**src/rtl/usbtd_pkg.sv**
```systemverilog
package usbtd_pkg;
  localparam int unsigned TD_WORD_W   = 32;
  localparam int unsigned TD_LEN_W    = 11;
  localparam int unsigned TD_CNT_W    = 2;

  localparam int unsigned POS_CNT_LO  = 27;
  localparam int unsigned POS_CNT_HI  = POS_CNT_LO + TD_CNT_W - 1;
  localparam int unsigned POS_ACTIVE  = 23;
  localparam int unsigned POS_FLAG_HI = 22;
  localparam int unsigned POS_FLAG_LO = 16;
  localparam int unsigned FLAG_W      = POS_FLAG_HI - POS_FLAG_LO + 1;
  localparam int unsigned POS_RSV_HI  = POS_FLAG_LO - 1;
  localparam int unsigned POS_RSV_LO  = TD_LEN_W;
  localparam int unsigned RSV_W       = POS_RSV_HI - POS_RSV_LO + 1;

  typedef enum logic [1:0] {
    TOK_OUT   = 2'b00,
    TOK_IN    = 2'b01,
    TOK_SETUP = 2'b10,
    TOK_RSVD  = 2'b11
  } tok_e;

  typedef enum logic [1:0] {
    HS_NONE  = 2'b00,
    HS_ACK   = 2'b01,
    HS_NAK   = 2'b10,
    HS_STALL = 2'b11
  } hs_e;

  // Field order matches status bits 22 down to 16.
  typedef struct packed {
    logic stall;
    logic buf_err;
    logic babble;
    logic nak;
    logic crc_to;
    logic stuff;
    logic turn_to;
  } flags_t;
endpackage

```
**src/rtl/usbtd_fault_decode.sv**
```systemverilog
module usbtd_fault_decode
  import usbtd_pkg::*;
(
  input  tok_e   tok,
  input  hs_e    hs,
  input  logic   crc_err,
  input  logic   timeout,
  input  logic   stuff_err,
  input  logic   babble,
  input  logic   overrun,
  input  logic   underrun,
  output flags_t raw_flags,
  output logic   fault_evt,
  output logic   clean_ack
);
  logic setup_reject;
  logic hs_stall;

  assign hs_stall     = (hs == HS_STALL);
  assign setup_reject = (tok == TOK_SETUP) && ((hs == HS_NAK) || hs_stall);
  assign fault_evt    = crc_err | timeout | stuff_err | overrun | underrun;
  assign clean_ack    = (hs == HS_ACK) && !fault_evt && !babble;

  always_comb begin
    raw_flags         = '0;
    raw_flags.stall   = babble | hs_stall;
    raw_flags.buf_err = overrun | underrun;
    raw_flags.babble  = babble;
    raw_flags.nak     = (hs == HS_NAK);
    raw_flags.crc_to  = crc_err | timeout | setup_reject;
    raw_flags.stuff   = stuff_err;
    raw_flags.turn_to = timeout;
  end
endmodule

```
**src/rtl/usbtd_errcnt.sv**
```systemverilog
module usbtd_errcnt #(
  parameter int unsigned CNT_W = 2
) (
  input  logic [CNT_W-1:0] cnt_in,
  input  logic             fault_evt,
  output logic [CNT_W-1:0] cnt_out,
  output logic             exhausted
);
  localparam logic [CNT_W-1:0] ONE = CNT_W'(1);

  logic armed;

  assign armed = (cnt_in != '0);

  always_comb begin
    cnt_out   = cnt_in;
    exhausted = 1'b0;
    if (fault_evt && armed) begin
      cnt_out   = cnt_in - ONE;
      exhausted = (cnt_in == ONE);
    end
  end
endmodule

```
**src/rtl/usbtd_len_enc.sv**
```systemverilog
module usbtd_len_enc #(
  parameter int unsigned LEN_W = 11
) (
  input  logic [LEN_W-1:0] bytes,
  output logic [LEN_W-1:0] len_field
);
  assign len_field = bytes - LEN_W'(1);
endmodule

```
**src/rtl/usbtd_status_wb.sv**
```systemverilog
module usbtd_status_wb
  import usbtd_pkg::*;
#(
  parameter int unsigned WORD_W = TD_WORD_W,
  parameter int unsigned LEN_W  = TD_LEN_W,
  parameter int unsigned CNT_W  = TD_CNT_W
) (
  input  logic              clk,
  input  logic              rst_n,
  input  logic              done_i,
  input  logic [1:0]        tok_i,
  input  logic [1:0]        hs_i,
  input  logic              crc_err_i,
  input  logic              timeout_i,
  input  logic              stuff_err_i,
  input  logic              babble_i,
  input  logic              overrun_i,
  input  logic              underrun_i,
  input  logic [LEN_W-1:0]  bytes_i,
  input  logic [WORD_W-1:0] status_i,
  output logic              wb_valid_o,
  output logic [WORD_W-1:0] wb_word_o,
  output logic              frame_abort_o
);
  localparam int unsigned CNT_LO = POS_CNT_LO;
  localparam int unsigned CNT_HI = CNT_LO + CNT_W - 1;

  flags_t             raw_f;
  flags_t             fin_f;
  logic               fault_evt;
  logic               clean_ack;
  logic [CNT_W-1:0]   cnt_nxt;
  logic               exhausted;
  logic [LEN_W-1:0]   len_field;
  logic               active_nxt;
  logic [WORD_W-1:0]  word_nxt;

  usbtd_fault_decode u_decode (
    .tok       (tok_e'(tok_i)),
    .hs        (hs_e'(hs_i)),
    .crc_err   (crc_err_i),
    .timeout   (timeout_i),
    .stuff_err (stuff_err_i),
    .babble    (babble_i),
    .overrun   (overrun_i),
    .underrun  (underrun_i),
    .raw_flags (raw_f),
    .fault_evt (fault_evt),
    .clean_ack (clean_ack)
  );

  usbtd_errcnt #(.CNT_W(CNT_W)) u_cnt (
    .cnt_in    (status_i[CNT_HI:CNT_LO]),
    .fault_evt (fault_evt),
    .cnt_out   (cnt_nxt),
    .exhausted (exhausted)
  );

  usbtd_len_enc #(.LEN_W(LEN_W)) u_len (
    .bytes     (bytes_i),
    .len_field (len_field)
  );

  always_comb begin
    fin_f       = raw_f;
    fin_f.stall = raw_f.stall | exhausted;
  end

  // A stall always wins; a clean ACK retires the descriptor; anything else retries.
  assign active_nxt = !(fin_f.stall || clean_ack);

  always_comb begin
    word_nxt                          = status_i;
    word_nxt[CNT_HI:CNT_LO]           = cnt_nxt;
    word_nxt[POS_ACTIVE]              = active_nxt;
    word_nxt[POS_FLAG_HI:POS_FLAG_LO] = fin_f;
    word_nxt[POS_RSV_HI:POS_RSV_LO]   = '0;
    word_nxt[LEN_W-1:0]               = len_field;
  end

  always_ff @(posedge clk or negedge rst_n) begin
    if (!rst_n) begin
      wb_valid_o    <= 1'b0;
      frame_abort_o <= 1'b0;
      wb_word_o     <= '0;
    end else begin
      wb_valid_o    <= done_i;
      frame_abort_o <= done_i & babble_i;
      if (done_i) begin
        wb_word_o <= word_nxt;
      end
    end
  end
endmodule

```
**config.mk**
```make
export PLATFORM = sky130hd
export DESIGN_NAME = usbtd_status_wb
export DESIGN_NICKNAME = d
export VERILOG_FILES = /design/src/rtl/usbtd_pkg.sv /design/src/rtl/usbtd_fault_decode.sv /design/src/rtl/usbtd_errcnt.sv /design/src/rtl/usbtd_len_enc.sv /design/src/rtl/usbtd_status_wb.sv
export SDC_FILE = /design/constraint.sdc
export NUM_CORES = 1
export LEC_CHECK = 0
export ABC_AREA = 1
export BUFFER_PORTS_ARGS = -buffer_cell sky130_fd_sc_hd__buf_2
export CAP_MARGIN = 40
export CORE_MARGIN = 1
export CORE_UTILIZATION = 35
export DETAILED_ROUTE_END_ITERATION = 6
export HOLD_SLACK_MARGIN = 0.02
export PLACE_DENSITY_LB_ADDON = 0.12
export REMOVE_ABC_BUFFERS = 1
export SYNTH_ARGS = -nofsm -noshare
export SYNTH_HDL_FRONTEND = slang
export SYNTH_SLANG_ARGS = --single-unit
```
**constraint.sdc**
```tcl
create_clock -name clk -period 0.9 [get_ports clk]
set_input_delay 0.18 -clock clk [delete_from_list [all_inputs] [get_ports clk]]
set_output_delay 0.18 -clock clk [all_outputs]
set_load 0.05 [all_outputs]
```
# ---- Yosys cells after proc, flatten, opt, wreduce, memory -nomap -nowiden
# Cells that the tools add are included.
dict set report classes {
  addsub 2
  eq_ne 5
  muxes 2
  n_bitwise 9
  n_reduce_logical 10
}
# operator count
set op_table {}
lappend op_table {{$sub 11x1->11 const B} 1}
lappend op_table {{$or 1x1->1} 8}
lappend op_table {{$eq 2x2->1 const B} 3}
lappend op_table {{$eq 2x1->1 const B} 2}
lappend op_table {{$logic_and 1x1->1} 4}
lappend op_table {{$logic_not 1->1} 3}
lappend op_table {{$logic_or 1x1->1} 2}
lappend op_table {{$mux 2} 1}
lappend op_table {{$reduce_bool 2->1} 1}
lappend op_table {{$sub 2x1->2 const B} 1}
lappend op_table {{$and 1x1->1} 1}
lappend op_table {{$mux 1} 1}
dict set report word_totals {
  regBits 29
  input_bits 56
  output_inout_bits 34
  wordCells 31
}

# ---- Longest topological paths before layout
dict set report depth {
  word_depth 9
  depth_mapped 8
  mapped_depth_nobuf 8
}

# ---- Hierarchy
# From an unflattened synthesis, not the netlist that was laid out.
dict set report hier_totals {
  hier_cells 208
  area_unflattened_um2 1611.5
}
# module n_inst cells_each area_each_um2 seq_area_each_um2
set modules_own_cells {}
lappend modules_own_cells {usbtd_status_wb 1 125 1164.9 725.7}
lappend modules_own_cells {usbtd_len_enc 1 51 276.5 0.0}
lappend modules_own_cells {usbtd_fault_decode 1 17 91.3 0.0}
lappend modules_own_cells {usbtd_errcnt 1 15 78.8 0.0}

# ---- Worst setup path after synthesis
# No wires, ideal clock.
dict set report synth_timing {
  path_type {input-to-reg}
  from {in bytes_i[0]}
  to {reg wb_word_o[8]}
  setup_time_ns 0.124
  t_arrival_ns 0.842
  required_ns 0.776
  setup_slack_ns -0.065
  stages 7
  n_path_buf 0
  path_cell_list {inv_1 > ha_1 > nand2_1 > nor2_2 > nand3_1 > nand2_1 > a21oi_1}
}
dict set report synth_between {
  elab_chain_cells 1
}
# item line_no
set synth_lines {}
lappend synth_lines {{from (decl)} usbtd_status_wb.sv:19} ;# input logic [LEN_W-1:0] bytes_i,
lappend synth_lines {{$sub 11x1->11} usbtd_len_enc.sv:7} ;# assign len_field = bytes - LEN_W'(1);
lappend synth_lines {{to (signal assigned)} usbtd_status_wb.sv:90} ;# wb_word_o <= word_nxt;
lappend synth_lines {{to (decl)} usbtd_status_wb.sv:22} ;# output logic [WORD_W-1:0] wb_word_o,
# No other way between the ends.
# A chain may end at the register's enable or synchronous reset.

# ---- Worst setup path in the final report
dict set report layout_timing {
  from {reg wb_word_o[2]}
  to {out wb_word_o[2]}
}
# No word-level cell between the ends.

==> results.sh <==
export IMPL_status="finished, violations left"
export IMPL_violations="setup timing"
export IMPL_drcViolationCount=0
export IMPL_grt_setup_unrepaired="true"
export IMPL_num_vias=1414
export IMPL_die_h_um=67.0
export IMPL_crit_path_end="wb_word_o[2]"
export IMPL_ys_seq_elements=29
export IMPL_htree_levels=2
export IMPL_synth_distinct_cells=23
export IMPL_cts_tree="done"
export IMPL_postSynthAreaPerCell_um2=7.99
export IMPL_crit_chain="buf_6"
export IMPL_crit_family="flip-flops"
export IMPL_fmax_mhz=982
export IMPL_regToRegSetupSlack_ns=0.06
export IMPL_area_delta_synth_final_pct=54.0
export IMPL_worstPathRequired_ns=0.72
export IMPL_layout_min_cycle_time_ns=1.02
export IMPL_grt_pass1_vias=1268
export IMPL_setup_violations=29
export IMPL_initial_core_util_pct=36.7
export IMPL_grt_max_degree=30
export IMPL_postRouteAntennaNets=0
export IMPL_cts_buffer_depth=2
export IMPL_layout_worst_path_cycle_share_pct=113
export IMPL_ir_drop_mv=0.858
export IMPL_setup_slack_ns=-0.118
export IMPL_reg2regPathDepth=4
export IMPL_critical_path_class="flop to output port"
export IMPL_dp_slack_ns=-0.250
export IMPL_routed_via_density=4.39
export IMPL_die_w_um=67.0
export IMPL_globalplace_congestion=0.784
export IMPL_p_per_area_nw_per_um2=1660
export IMPL_r2r_start="wb_word_o[10]"
export IMPL_die_area_um2=4490
export IMPL_critPathLaunch="wb_word_o[2]"
export IMPL_fp_row_count=23
export IMPL_p_leak_nw=1.23
export IMPL_synth_top_area_cell="dfrtp_1"
export IMPL_drt_iter0_markers=47
export IMPL_synth_top_area_share_pct=49.1
export IMPL_wire_per_inst_um=10.6
export IMPL_hold_ws_ns=0.107
export IMPL_finalNetCount=330
export IMPL_finalHoldViolations=0
export IMPL_cp_max_fo=2
export IMPL_mappedNetlistArea_um2=1480
export IMPL_crit_path_start_kind="flop"
export IMPL_cp_arrival_ns=0.84
export IMPL_crit_slowest_cell="dfrtp_1"
export IMPL_first_pass_iters=4
export IMPL_crit_buf_inv=1
export IMPL_cts_buffers=5
export IMPL_n_antenna_cell=0
export IMPL_ios=90
export IMPL_track_usage_pct=16.5
export IMPL_cts_root_buf="clkbuf_8"
export IMPL_core_um2=4030
export IMPL_wirelength_um=3430
export IMPL_slowest_delay_ns=0.40
export IMPL_critPathCaptureType="output port"
export IMPL_cts_clk_slew_worst_paths_ns=0.06
export IMPL_ys_seq_area_share_pct=49.1
export IMPL_antenna_found_initial=0
export IMPL_drive_gt1_share_pct=39.7
export IMPL_crit_cells=1
export IMPL_netlist_instances=185
export IMPL_fin_skew_ns=0
export IMPL_hp_class="input pin to flop"
export IMPL_dpl_hpwl_um=2410
export IMPL_clkSinkCount=29
export IMPL_ys_warn_count=0
export IMPL_synthTopCellsByArea="dfrtp_1 (49%), nand2_1 (18%), nand3_1 (5.1%)"
export IMPL_portBuffers=60
export IMPL_grt_overflow=0
export IMPL_clk_latency_ns=0.27
export IMPL_r2r_end="wb_word_o[10]"
export IMPL_slew_viol_final=0
export IMPL_maxCapViolations=0
export IMPL_grt_pass1_wl_um=5500
[kinds of logic (layout without fill, tap and decap cells)]
group | after synthesis | after routing | synth area share, %
AO/OA/AOI/OAI | 17 | 17 | 6.26
AND/OR/NAND/NOR | 106 | 106 | 31.1
other | 1 | 5 | 0.254
flip-flops | 29 | 29 | 49.1
buffers and inverters | 29 | 112 | 10.7
adder cells (fa/ha/maj) | 3 | 3 | 2.54
[power breakdown]
group / internal [mW] / leakage [nW] / total (mW) / switching [mW]
clock: 0.534 / 0.0450 / 1.01 / 0.476
sequential: 1.43 / 0.346 / 1.51 / 0.0835
combinational: 0.479 / 0.836 / 1.26 / 0.782
[area by class of cell]
type                            instances  area (um^2)
Clock buffer                            6         72.6
Clock inverter                          2         10.0
Fill cell                             363         1750
Inverter                               18         67.6
Multi-Input combinational cell        131          634
Sequential cell                        29          726
Tap cell                               50         62.6
Timing Repair Buffer                   86          704
[flip-flops by register name (all words and copies together), names as in the netlist]
name	flops
frame_abort_o	1
wb_valid_o	1
wb_word_o	27
[stage by stage]
stage	total power, mW	setup TNS, ns	area, um^2	instances	util [%]
after floorplan	2.18	-0.207	1400	178	-
after global placement	2.54	-1.53	1890	301	46.9
after detailed placement	2.54	-1.62	1890	301	46.9
after CTS	3.79	-3.20	2210	316	54.8
after global routing	3.99	-3.68	2280	322	56.5
final	3.78	-2.86	2280	322	56.5
[layout by cell type (no fill, tap or decap), drive strengths merged]
cell	synthesis	final
a21oi	7	7
a31oi	1	1
buf	10	85
clkbuf	1	6
clkinv	0	2
conb	1	5
dfrtp	29	29
dlygate4sd3	0	1
ha	3	3
inv	18	18
nand2	73	73
nand3	16	16
nor2	16	16
o211ai	1	1
o21a	1	1
o21ai	6	6
o22ai	1	1
or2	1	1
[synthesized netlist by cell type]
cell	n
inv_2	3
nor2_4	3
nor2_2	3
nand2_1	71
a31oi_1	1
nand2_2	2
or2_2	1
ha_1	3
buf_2	2
nand3_1	15
dfrtp_1	29
o21ai_0	6
o211ai_1	1
buf_6	2
conb_1	1
buf_4	6
nor2_1	10
o21a_1	1
o22ai_1	1
clkbuf_8	1
inv_1	15
nand3_2	1
a21oi_1	7
[repair_timing]
item / 4_1_cts / 5_1_grt
resized for setup: 58 / 6
hold buffers: 1 / 0
endpoints found under the hold margin: 29 / 0
setup endpoints to repair: 29 / 33
buffers inserted: 6 / 6
pin swaps: 0 / 2
cloned: 0 / 0
[worst min path at each step]
stage | depth (start not counted) | to | slack, ns | start
6_report | 3 | wb_word_o[30] | 0.11 | status_i[30]
5_1_grt | 3 | wb_word_o[26] | 0.10 | status_i[26]
3_3_place_gp | 2 | wb_word_o[30] | 0.14 | rst_n
3_5_place_dp | 2 | wb_word_o[31] | 0.14 | rst_n
4_1_cts | 3 | wb_word_o[26] | 0.1 | status_i[26]
2_1_floorplan | 0 | frame_abort_o | -0.12 | rst_n
[metal layers]
layer | wire length [um] | vias to the layer above | GRT usage [%]
met5 | 0 | - | 0
li1 | - | 734 | -
met4 | 47 | 0 | 8.24
met1 | 1540 | 631 | 20.4
met3 | 178 | 5 | 4.97
met2 | 1660 | 44 | 25.6
(Power assumes the default switching activity.)
